$ cat config.mk
export PLATFORM = sky130hd
export DESIGN_NAME = smul_seq
export DESIGN_NICKNAME = d
export VERILOG_FILES = /design/src/rtl/smul_pkg.sv /design/src/rtl/smul_ctrl.sv /design/src/rtl/smul_path.sv /design/src/rtl/smul_fmt.sv /design/src/rtl/smul_seq.sv
export SDC_FILE = /design/constraint.sdc
export NUM_CORES = 1
export LEC_CHECK = 0
export BUFFER_PORTS_ARGS = -buffer_cell sky130_fd_sc_hd__buf_2
export CORE_ASPECT_RATIO = 0.8
export CORE_MARGIN = 1
export CORE_UTILIZATION = 40
export DETAILED_ROUTE_END_ITERATION = 8
export SETUP_SLACK_MARGIN = 0.02
export SYNTH_ARGS = -nofsm -noshare
export SYNTH_HDL_FRONTEND = slang
export SYNTH_SLANG_ARGS = --single-unit
$ cat constraint.sdc
create_clock -name clk -period 3.1 [get_ports clk]
set_input_delay 0.775 -clock clk [delete_from_list [all_inputs] [get_ports clk]]
set_output_delay 0.775 -clock clk [all_outputs]
set_load 0.1 [all_outputs]
$ cat src/rtl/smul_pkg.sv
package smul_pkg;
  typedef enum logic {
    SM_IDLE = 1'b0,
    SM_RUN  = 1'b1
  } smul_state_e;
endpackage

$ cat src/rtl/smul_ctrl.sv
module smul_ctrl #(
  parameter int W = 16
) (
  input  logic clk,
  input  logic rst_n,
  input  logic start,
  output logic load,
  output logic step,
  output logic last_step,
  output logic busy,
  output logic done
);
  import smul_pkg::*;

  localparam int CW = (W > 2) ? $clog2(W) : 1;
  localparam logic [CW-1:0] LAST = CW'(W - 1);

  smul_state_e    state;
  logic [CW-1:0]  iter;

  assign load      = (state == SM_IDLE) && start;
  assign step      = (state == SM_RUN);
  assign last_step = step && (iter == LAST);
  assign busy      = step;

  always_ff @(posedge clk or negedge rst_n) begin
    if (!rst_n) begin
      state <= SM_IDLE;
      iter  <= '0;
      done  <= 1'b0;
    end else begin
      done <= 1'b0;
      case (state)
        SM_IDLE: begin
          if (start) begin
            state <= SM_RUN;
            iter  <= '0;
          end
        end
        SM_RUN: begin
          if (iter == LAST) begin
            state <= SM_IDLE;
            done  <= 1'b1;
          end else begin
            iter <= iter + CW'(1);
          end
        end
        default: state <= SM_IDLE;
      endcase
    end
  end
endmodule

$ cat src/rtl/smul_path.sv
module smul_path #(
  parameter int W = 16
) (
  input  logic           clk,
  input  logic           rst_n,
  input  logic           load,
  input  logic           step,
  input  logic           last_step,
  input  logic [W-1:0]   op_a,
  input  logic [W-1:0]   op_b,
  output logic [2*W-1:0] prod
);
  logic [W-1:0] mcand;
  logic [W-1:0] acc_hi;
  logic [W-1:0] acc_lo;
  logic [W:0]   ext_a;
  logic [W:0]   ext_hi;
  logic [W:0]   sum;

  assign ext_a  = {mcand[W-1], mcand};
  assign ext_hi = {acc_hi[W-1], acc_hi};

  always_comb begin
    if (!acc_lo[0]) begin
      sum = ext_hi;
    end else if (last_step) begin
      sum = ext_hi - ext_a;
    end else begin
      sum = ext_hi + ext_a;
    end
  end

  always_ff @(posedge clk or negedge rst_n) begin
    if (!rst_n) begin
      mcand  <= '0;
      acc_hi <= '0;
      acc_lo <= '0;
    end else if (load) begin
      mcand  <= op_a;
      acc_hi <= '0;
      acc_lo <= op_b;
    end else if (step) begin
      acc_hi <= sum[W:1];
      acc_lo <= {sum[0], acc_lo[W-1:1]};
    end
  end

  assign prod = {acc_hi, acc_lo};
endmodule

$ cat src/rtl/smul_fmt.sv
module smul_fmt #(
  parameter int W = 16
) (
  input  logic [2*W-1:0] prod,
  output logic [W-1:0]   frac
);
  assign frac = prod[2*W-2:W-1];
endmodule

$ cat src/rtl/smul_seq.sv
module smul_seq #(
  parameter int W = 16
) (
  input  logic           clk,
  input  logic           rst_n,
  input  logic           start,
  input  logic [W-1:0]   multiplicand,
  input  logic [W-1:0]   multiplier,
  output logic           busy,
  output logic           done,
  output logic [2*W-1:0] product,
  output logic [W-1:0]   q15
);
  logic load;
  logic step;
  logic last_step;

  smul_ctrl #(.W(W)) u_ctrl (
    .clk       (clk),
    .rst_n     (rst_n),
    .start     (start),
    .load      (load),
    .step      (step),
    .last_step (last_step),
    .busy      (busy),
    .done      (done)
  );

  smul_path #(.W(W)) u_path (
    .clk       (clk),
    .rst_n     (rst_n),
    .load      (load),
    .step      (step),
    .last_step (last_step),
    .op_a      (multiplicand),
    .op_b      (multiplier),
    .prod      (product)
  );

  smul_fmt #(.W(W)) u_fmt (
    .prod (product),
    .frac (q15)
  );
endmodule

# After elaboration in Yosys (flattened, before gate mapping)
# Cells that the tools add are included.
# word_totals
ff_bits	54
in_bits	35
output_inout_bits	50
wordCells	34
# op_classes
n_addsub	3
eq_ne	3
n_mux	14
n_bitwise	1
n_reduce_logical	6
# ops
operator	count
16-bit 2-to-1 mux	4
17-bit 2-to-1 mux	2
16-bit by 16-bit adder with 17-bit output	1
16-bit by 16-bit subtractor with 17-bit output	1
4-bit 2-to-1 mux	2
4-bit one-hot mux with 2 select lines	1
4-bit by 1-bit adder with 4-bit output, second input constant	1
4-bit equality test, second input constant	1
1-bit 2-to-1 mux	4
2-bit != test, second input constant	2
2-bit AND reduction	2
2-bit nonzero test	2
1-bit logical AND	2
1-bit one-hot mux with 2 select lines	1
1-bit NOT	1

# Depth between registers and ports, before layout
# Gate-level depths: netlist of run 1.
# logic_depth
depth_word	6
ltp_mapped	13
depth_no_buf	13

# Cells and area by module
# Synthesis of run 1 repeated with hierarchy kept, for this count alone.
# hier_totals
hier_cells	401
hier_area_um2	3639.7
# modules_own_cells
module	n_inst	cells_each	area_each_um2	seq_area_each_um2
smul_path	1	353	3215.6	1201.2
smul_ctrl	1	32	304.0	150.1
smul_fmt	1	16	120.1	0.0

# Least setup slack after synthesis of run 1
# No wires, ideal clock.
# synth_path
path_type	reg-to-reg
startpoint	register u_ctrl.state (netlist: u_ctrl.busy)
endpoint	register u_path.acc_hi[12]
setup_ns	0.130
t_arrival_ns	3.264
required_ns	2.970
setup_slack_ns	-0.294
stages_incl_launch_ff	13
n_path_buf	2
period_less_slack_ns	3.394
cell_sequence	dfrtp_1 -> buf_2 -> nand4_1 -> clkbuf_1 -> o21ai_0 -> xor2_1 -> ha_1 -> a21oi_1 -> o21ai_1 -> or4b_1 -> o22ai_1 -> xor2_1 -> o21ai_1
# synth_between
elab_chain_cells	5
elab_cells_between_ends	8
cone_classes	mux: 4; bitwise: 1; reduce/logical: 3
# synth_rtl
item	line_no	text
from (decl)	smul_ctrl.sv:18	smul_state_e state;
from (signal assigned)	smul_ctrl.sv:28	state <= SM_IDLE;
from (signal assigned)	smul_ctrl.sv:36	state <= SM_RUN;
from (signal assigned)	smul_ctrl.sv:42	state <= SM_IDLE;
1-bit logical AND	smul_ctrl.sv:23	assign last_step = step && (iter == LAST);
17-bit 2-to-1 mux	smul_path.sv:26	end else if (last_step) begin
17-bit 2-to-1 mux	smul_path.sv:24	if (!acc_lo[0]) begin
16-bit 2-to-1 mux	smul_path.sv:42	end else if (step) begin
16-bit 2-to-1 mux	smul_path.sv:38	end else if (load) begin
to (signal assigned)	smul_path.sv:43	acc_hi <= sum[W:1];
to (decl)	smul_path.sv:14	logic [W-1:0] acc_hi;
# Several ways; a longest one is shown, not always the timed one. The select of a mux whose other input is x is not followed.
# A chain may end at the register's enable or synchronous reset.

# Final worst setup path of run 1
# layout_path
startpoint	register u_path.mcand[0]
endpoint	register u_path.acc_hi[12]
# layout_between
elab_chain_cells	5
elab_cells_between_ends	6
cone_classes	add/sub: 2; mux: 4
# layout_rtl
item	line_no	text
from (decl)	smul_path.sv:13	logic [W-1:0] mcand;
from (signal assigned)	smul_path.sv:39	mcand <= op_a;
16-bit by 16-bit adder with 17-bit output or 16-bit by 16-bit subtractor with 17-bit output (tied branches)	smul_path.sv:29, smul_path.sv:27	
17-bit 2-to-1 mux (*)	smul_path.sv:26	
17-bit 2-to-1 mux (*)	smul_path.sv:24	
16-bit 2-to-1 mux (*)	smul_path.sv:42	
16-bit 2-to-1 mux (*)	smul_path.sv:38	
# Mark *: on every way between the ends. The rest lies on a longest branch, timed or not. The select of a mux whose other input is x is not followed.

==> results of run 1 <==
layout make-up:
type | instances | area [um^2] | area share, %
Inverter | 6 | 25.0 | 0.560
Multi-Input combinational cell | 283 | 2120 | 47.5
Clock buffer | 6 | 82.6 | 1.85
Sequential cell | 54 | 1350 | 30.3
Timing Repair Buffer | 117 | 684 | 15.3
Tap cell | 112 | 140 | 3.14
Clock inverter | 2 | 60.1 | 1.34
layout by cell type, fill, tap and decap left out, drive strengths merged, types with 5 or more instances in the layout:
cell and n:
nor2 14, mux2 18, xor2 17, nand2b 8, nand2 36, buf 117, a21oi 28, a21o 5
xnor2 12, o21ai 42, ha 18, dfrtp 54, nor3b 8, nand4 5, o31ai 5, inv 6
mux2i 21, clkbuf 6
what timing repair did:
action	CTS	global route
setup endpoints to repair	3	9
pin swaps	6	19
setup buffers	7	10
gates resized for setup	10	21
critical path, cell delays in order, from the launching register on:
cell and delay, ns:
dfrtp_1 0.41, inv_2 0.10, ha_4 0.13, or4b_4 0.51, o31ai_4 0.21, xor2_1 0.17, ha_1 0.28, a21oi_2 0.14
o21ai_1 0.10, or4b_1 0.49, o22ai_2 0.12, xor2_1 0.18, o21ai_1 0.07
Yosys cell counts, types with 12 or more instances:
master	number
nor2_1	14
nand2_1	36
a21oi_1	28
mux2_2	18
o21ai_0	37
mux2i_1	21
buf_4	16
clkbuf_1	15
xnor2_1	12
dfrtp_1	54
xor2_1	17
ha_1	18
sequential cells by signal, indices dropped and copies added, names as in the netlist:
register       flops
u_ctrl.busy        1
u_ctrl.iter        4
u_path.acc_hi     16
u_path.mcand      16
u_ctrl.done        1
u_path.acc_lo     16
cells by family (layout without fill, tap and decap cells):
logic type | Yosys count | count (layout) | share of synthesized area [%]
AO/OA/AOI/OAI | 97 | 97 | 15.8
flip-flops | 54 | 54 | 37.6
XOR/XNOR | 29 | 29 | 7.08
AND/OR/NAND/NOR | 99 | 99 | 15.2
adder cells (fa/ha/maj) | 19 | 19 | 6.83
buffers and inverters | 40 | 131 | 5.89
multiplexers | 39 | 39 | 11.5
metrics by stage:
step	TNS (ns)	std cells	setup slack, ns	utilization [%]
floorplan	0	377	0.0393	-
global placement	0	555	0.0334	47.6
detailed placement	-0.0813	555	-0.0813	47.6
CTS	0	570	0.0320	50.4
global route	-0.159	580	-0.0788	52.0
finish	0	580	0.0723	52.0
routing by layer:
metal	routed length, um	GRT usage, %	vias to the layer above
met5	0	0	-
met4	132	4.98	0
met3	260	3.23	15
met2	3870	29.8	61
met1	4230	25.8	1451
li1	-	-	1513
path summary, 6_finish.rpt:
kind                             startpoint                 to
max in group asynchronous             rst_n    u_path.mcand[1]
hold reg to reg            u_path.acc_lo[8]   u_path.acc_lo[7]
setup reg to reg            u_path.mcand[0]  u_path.acc_hi[12]
setup / recovery            u_path.mcand[0]  u_path.acc_hi[12]
hold / removal                        rst_n     u_ctrl.iter[2]
min in group clk           u_path.acc_lo[8]   u_path.acc_lo[7]
==> impl_metrics.py, run 1 <==
metrics = {
    "critical_path": {
        "rrSetupSlack_ns": 0.07,
        "worst_setup_path_end_kind": "register",
        "worstSetupStartpointType": "register",
        "worstPathArrival_ns": 3.21,
        "rr_worst_depth": 12,
        "cp_max_fo": 4,
        "criticalPathCategory": "reg -> reg",
        "required_ns": 3.29,
    },
    "synthesis": {
        "synth-edff-count": 0,
        "synthTopCellsByArea": "dfrtp_1 38%, ha_1 6.3%, mux2i_1 5.9%",
        "synth_cell_type_count": 49,
        "synthCells": 377,
        "synth_fp_nets": 431,
        "syn_area_um2": 3590,
        "synthArstFlopShare_pct": 100,
        "synth_area_leader_cell": "dfrtp_1",
        "ys_seq_area_share_pct": 37.6,
        "yosysWarningCount": 0,
        "ys.flop_type": "dfrtp_1",
        "syn_avg_cell_area_um2": 9.52,
        "ys_ff_latch": 54,
        "synth_top_area_share_pct": 37.6,
    },
    "finish": {
        "n_antenna_cell": 0,
        "final_nets": 521,
        "area_growth_pct": 24.4,
        "design_area_um2": 4470,
        "fill_cells": 828,
        "drive_above_1_share_pct": 37.2,
    },
    "floorplanning": {
        "fp.dieW_um": 108,
        "die-area_um2": 9360,
        "die_y_um": 86.7,
        "core_um2": 8600,
        "rows": 30,
        "io_pins": 85,
        "start_util_pct": 41.8,
    },
    "clocking": {
        "path_clk_slew_ns": 0.10,
        "cts_tree": "done",
        "clk-insertion-delay-late_ns": 0.31,
        "cts_sinks": 54,
        "cts_hold_buf": 0,
        "cts_buffers": 5,
        "cts_buffer_depth": 2,
        "cts_root_buf": "clkbuf_8",
        "ctsHtreeMaxLevel": 2,
    },
    "placement": {
        "dpl.hpwl_um": 6070,
        "gp_congestion": 0.812,
        "portBuffers": 84,
        "dpl_cell_area_um2": 4100,
    },
    "timing": {
        "slew_viol_final": 0,
        "fmaxAchievable_mhz": 330,
        "worstMarginPinSlew_ns": 0.653,
        "fin_crit_sh_pct": 97.7,
        "slew_headroom_pct": 56.5,
        "finalSetupViolations": 0,
        "hold_viol": 0,
        "rsz0062_at_grt": "yes",
        "fin_crit_ns": 3.03,
        "fin_worst_skew_ns": 0.00771,
        "hold_slack_ns": 0.476,
    },
    "detailed_routing": {
        "wire_per_inst_um": 14.6,
        "drc": 0,
        "drt_iter0_markers": 86,
        "drt-pass1-iter-count": 4,
        "viasPerCell": 5.24,
        "vias": 3040,
        "totalWireLength_um": 8490,
        "postRouteAntennaNets": 0,
    },
    "grt": {
        "first_global_vias": 2798,
        "grt_max_degree": 63,
        "antenna_found_initial": 0,
        "grt_pass1_wl_um": 13700,
        "grt_overflow": 0,
        "grtUsageTotal_pct": 18.5,
    },
    "run": {
        "cap_viol_max_count": 0,
    },
    "status": {
        "outcome": "finished, final reports clean",
    },
    "min_path": {
        "min_path_type": "in -> async",
    },
}
Power of run 1 is not shown: default switching activity piles up to over one toggle a cycle in this logic, so the estimate is an artifact.
==> inputs of run 2 (changes only) <==
Settings changed: CORE_UTILIZATION 40 to 49, PLACE_DENSITY set to 0.77.
==> run 2 against run 1 <==
The flow now finishes with violations (design-rule violations). Non-clock buffer count shrank 13. Cell area shrank 4.3%. Via count shrank 0.20%. Global-route usage grew 2.5 points. Sequential share of layout area grew 1.3 points. Register-to-register slack lost 0.03 ns. Die area shrank 18%. Cell count shrank 6.6%. First-iteration DRC count grew 36%. Worst setup slack lost 0.027 ns. Critical path type unchanged. Routed wire length shrank 6.6%.
==> impl_metrics.py, run 2 (synthesized netlist as in run 1, its figures left out) <==
metrics = {
    "critical_path": {
        "criticalPathCategory": "reg -> reg",
        "cp_max_fo": 4,
        "worst_setup_path_end_kind": "register",
        "required_ns": 3.29,
        "worstPathArrival_ns": 3.24,
        "worstSetupStartpointType": "register",
    },
    "timing": {
        "slew_viol_final": 0,
        "hold_viol": 0,
        "fin_crit_ns": 3.05,
        "fmaxAchievable_mhz": 327,
        "fin_worst_skew_ns": 0.00845,
        "timing.final.ws_setup_ns": 0.0454,
        "worstMarginPinSlew_ns": 0.890,
        "slew_headroom_pct": 40.7,
        "rsz0062_at_grt": "yes",
        "fin_crit_sh_pct": 98.5,
        "finalSetupViolations": 0,
    },
    "floorplanning": {
        "die-area_um2": 7670,
        "rows": 27,
        "fp.dieW_um": 97.7,
        "io_pins": 85,
        "core_um2": 6990,
        "start_util_pct": 51.3,
        "die_y_um": 78.6,
    },
    "finish": {
        "final_nets": 508,
        "area_growth_pct": 19.1,
        "largest_registers": "u_path.acc_hi (16), u_path.acc_lo (16), u_path.mcand (16)",
        "post-route-util_pct": 61.1,
        "final_cell_mix": "84 x buf_2, 53 x dfrtp_1, 36 x nand2_1",
        "design_area_um2": 4280,
        "drive_above_1_share_pct": 34.1,
        "final_common_cell": "buf_2",
        "n_antenna_cell": 0,
    },
    "detailed_routing": {
        "wire_per_inst_um": 14.6,
        "drt_iter0_markers": 117,
        "vias": 3034,
        "drt-pass1-iter-count": 7,
        "viasPerCell": 5.60,
        "totalWireLength_um": 7920,
        "drc": 12,
        "postRouteAntennaNets": 0,
    },
    "clocking": {
        "cts_buffers": 5,
        "ctsHtreeMaxLevel": 2,
        "cts_root_buf": "clkbuf_8",
        "cts_buffer_depth": 2,
        "cts_tree": "done",
        "clk-insertion-delay-late_ns": 0.31,
        "cts_hold_buf": 0,
        "path_clk_slew_ns": 0.10,
        "cts_sinks": 54,
    },
    "grt": {
        "first_global_vias": 2704,
        "grt_overflow": 0,
        "grt_pass1_wl_um": 13100,
        "grt_max_degree": 63,
        "antenna_found_initial": 0,
        "grtUsageTotal_pct": 21.0,
    },
    "status": {
        "outcome": "finished with violations",
        "violations": "design-rule violations",
    },
    "placement": {
        "pre_cts_ws_ns": -0.00303,
        "dpl_cell_area_um2": 4040,
        "portBuffers": 84,
        "dpl.hpwl_um": 5780,
        "gp_congestion": 0.889,
    },
    "min_path": {
        "min_path_type": "reg -> reg",
    },
    "run": {
        "cap_viol_max_count": 0,
    },
}
run 2: cell types whose count changed in the layout (fill, tap and decap cells not counted), moves of 2 or more:
cell     change
nand2_1      +2
nand2_2      -2
o21ai_1      -2
a21oi_2      -2
buf_4       -12
o21ai_2      +2
a21oi_1      +2
run 2: metrics by stage:
stage / setup TNS, ns / hold WS [ns] / std cells
after detailed placement: -0.00303 / 0.488 / 529
after global placement: 0 / 0.486 / 529
after global routing: -0.166 / 0.566 / 542
after floorplan: 0 / 0.479 / 377
after CTS: 0 / 0.513 / 537
final: 0 / 0.510 / 542
run 2: worst paths after layout:
path	from	slack [ns]	end	cells past startpoint
worst max-delay path	u_path.mcand[1]	0.05	u_path.acc_hi[12]	12
worst min-delay path	u_path.acc_lo[5]	0.51	u_path.acc_lo[4]	2
worst max register to register	u_path.mcand[1]	0.05	u_path.acc_hi[12]	12
worst min register to register	u_path.acc_lo[5]	0.51	u_path.acc_lo[4]	2
max in group asynchronous	rst_n	1.84	u_path.acc_lo[1]	2
min in group asynchronous	rst_n	0.58	u_path.acc_lo[3]	1
run 2: per-layer routing:
metal,vias up,global-route usage (%),wire length (um)
li1,1499,-,-
met1,1458,29.1,3770
met2,70,34.2,3760
met3,7,4.27,337
met4,0,4.39,54
met5,-,0,0
run 2: timing repair:
item | 4_1_cts | 5_1_grt
pin swaps | 0 | 11
setup buffers | 0 | 5
setup endpoints to repair | 3 | 9
gates resized for setup | 4 | 22
run 2: layout make-up:
type / count / area, um^2
fill: 616 / 2720
timing repair buffer: 104 / 574
clock inverter: 2 / 37.5
sequential: 54 / 1350
tap: 87 / 109
inverter: 6 / 25.0
multi-input combinational: 283 / 2100
clock buffer: 6 / 72.6
run 2: critical path, stage by stage (launching register included):
cell     delay (ns)
dfrtp_1        0.40
inv_2          0.09
ha_4           0.13
or4b_4         0.50
o31ai_4        0.19
xor2_1         0.16
ha_1           0.28
a21oi_2        0.20
o21ai_2        0.08
or4b_1         0.52
o22ai_2        0.12
xor2_1         0.18
o21ai_1        0.07
Power of run 2 is left out for the same reason.
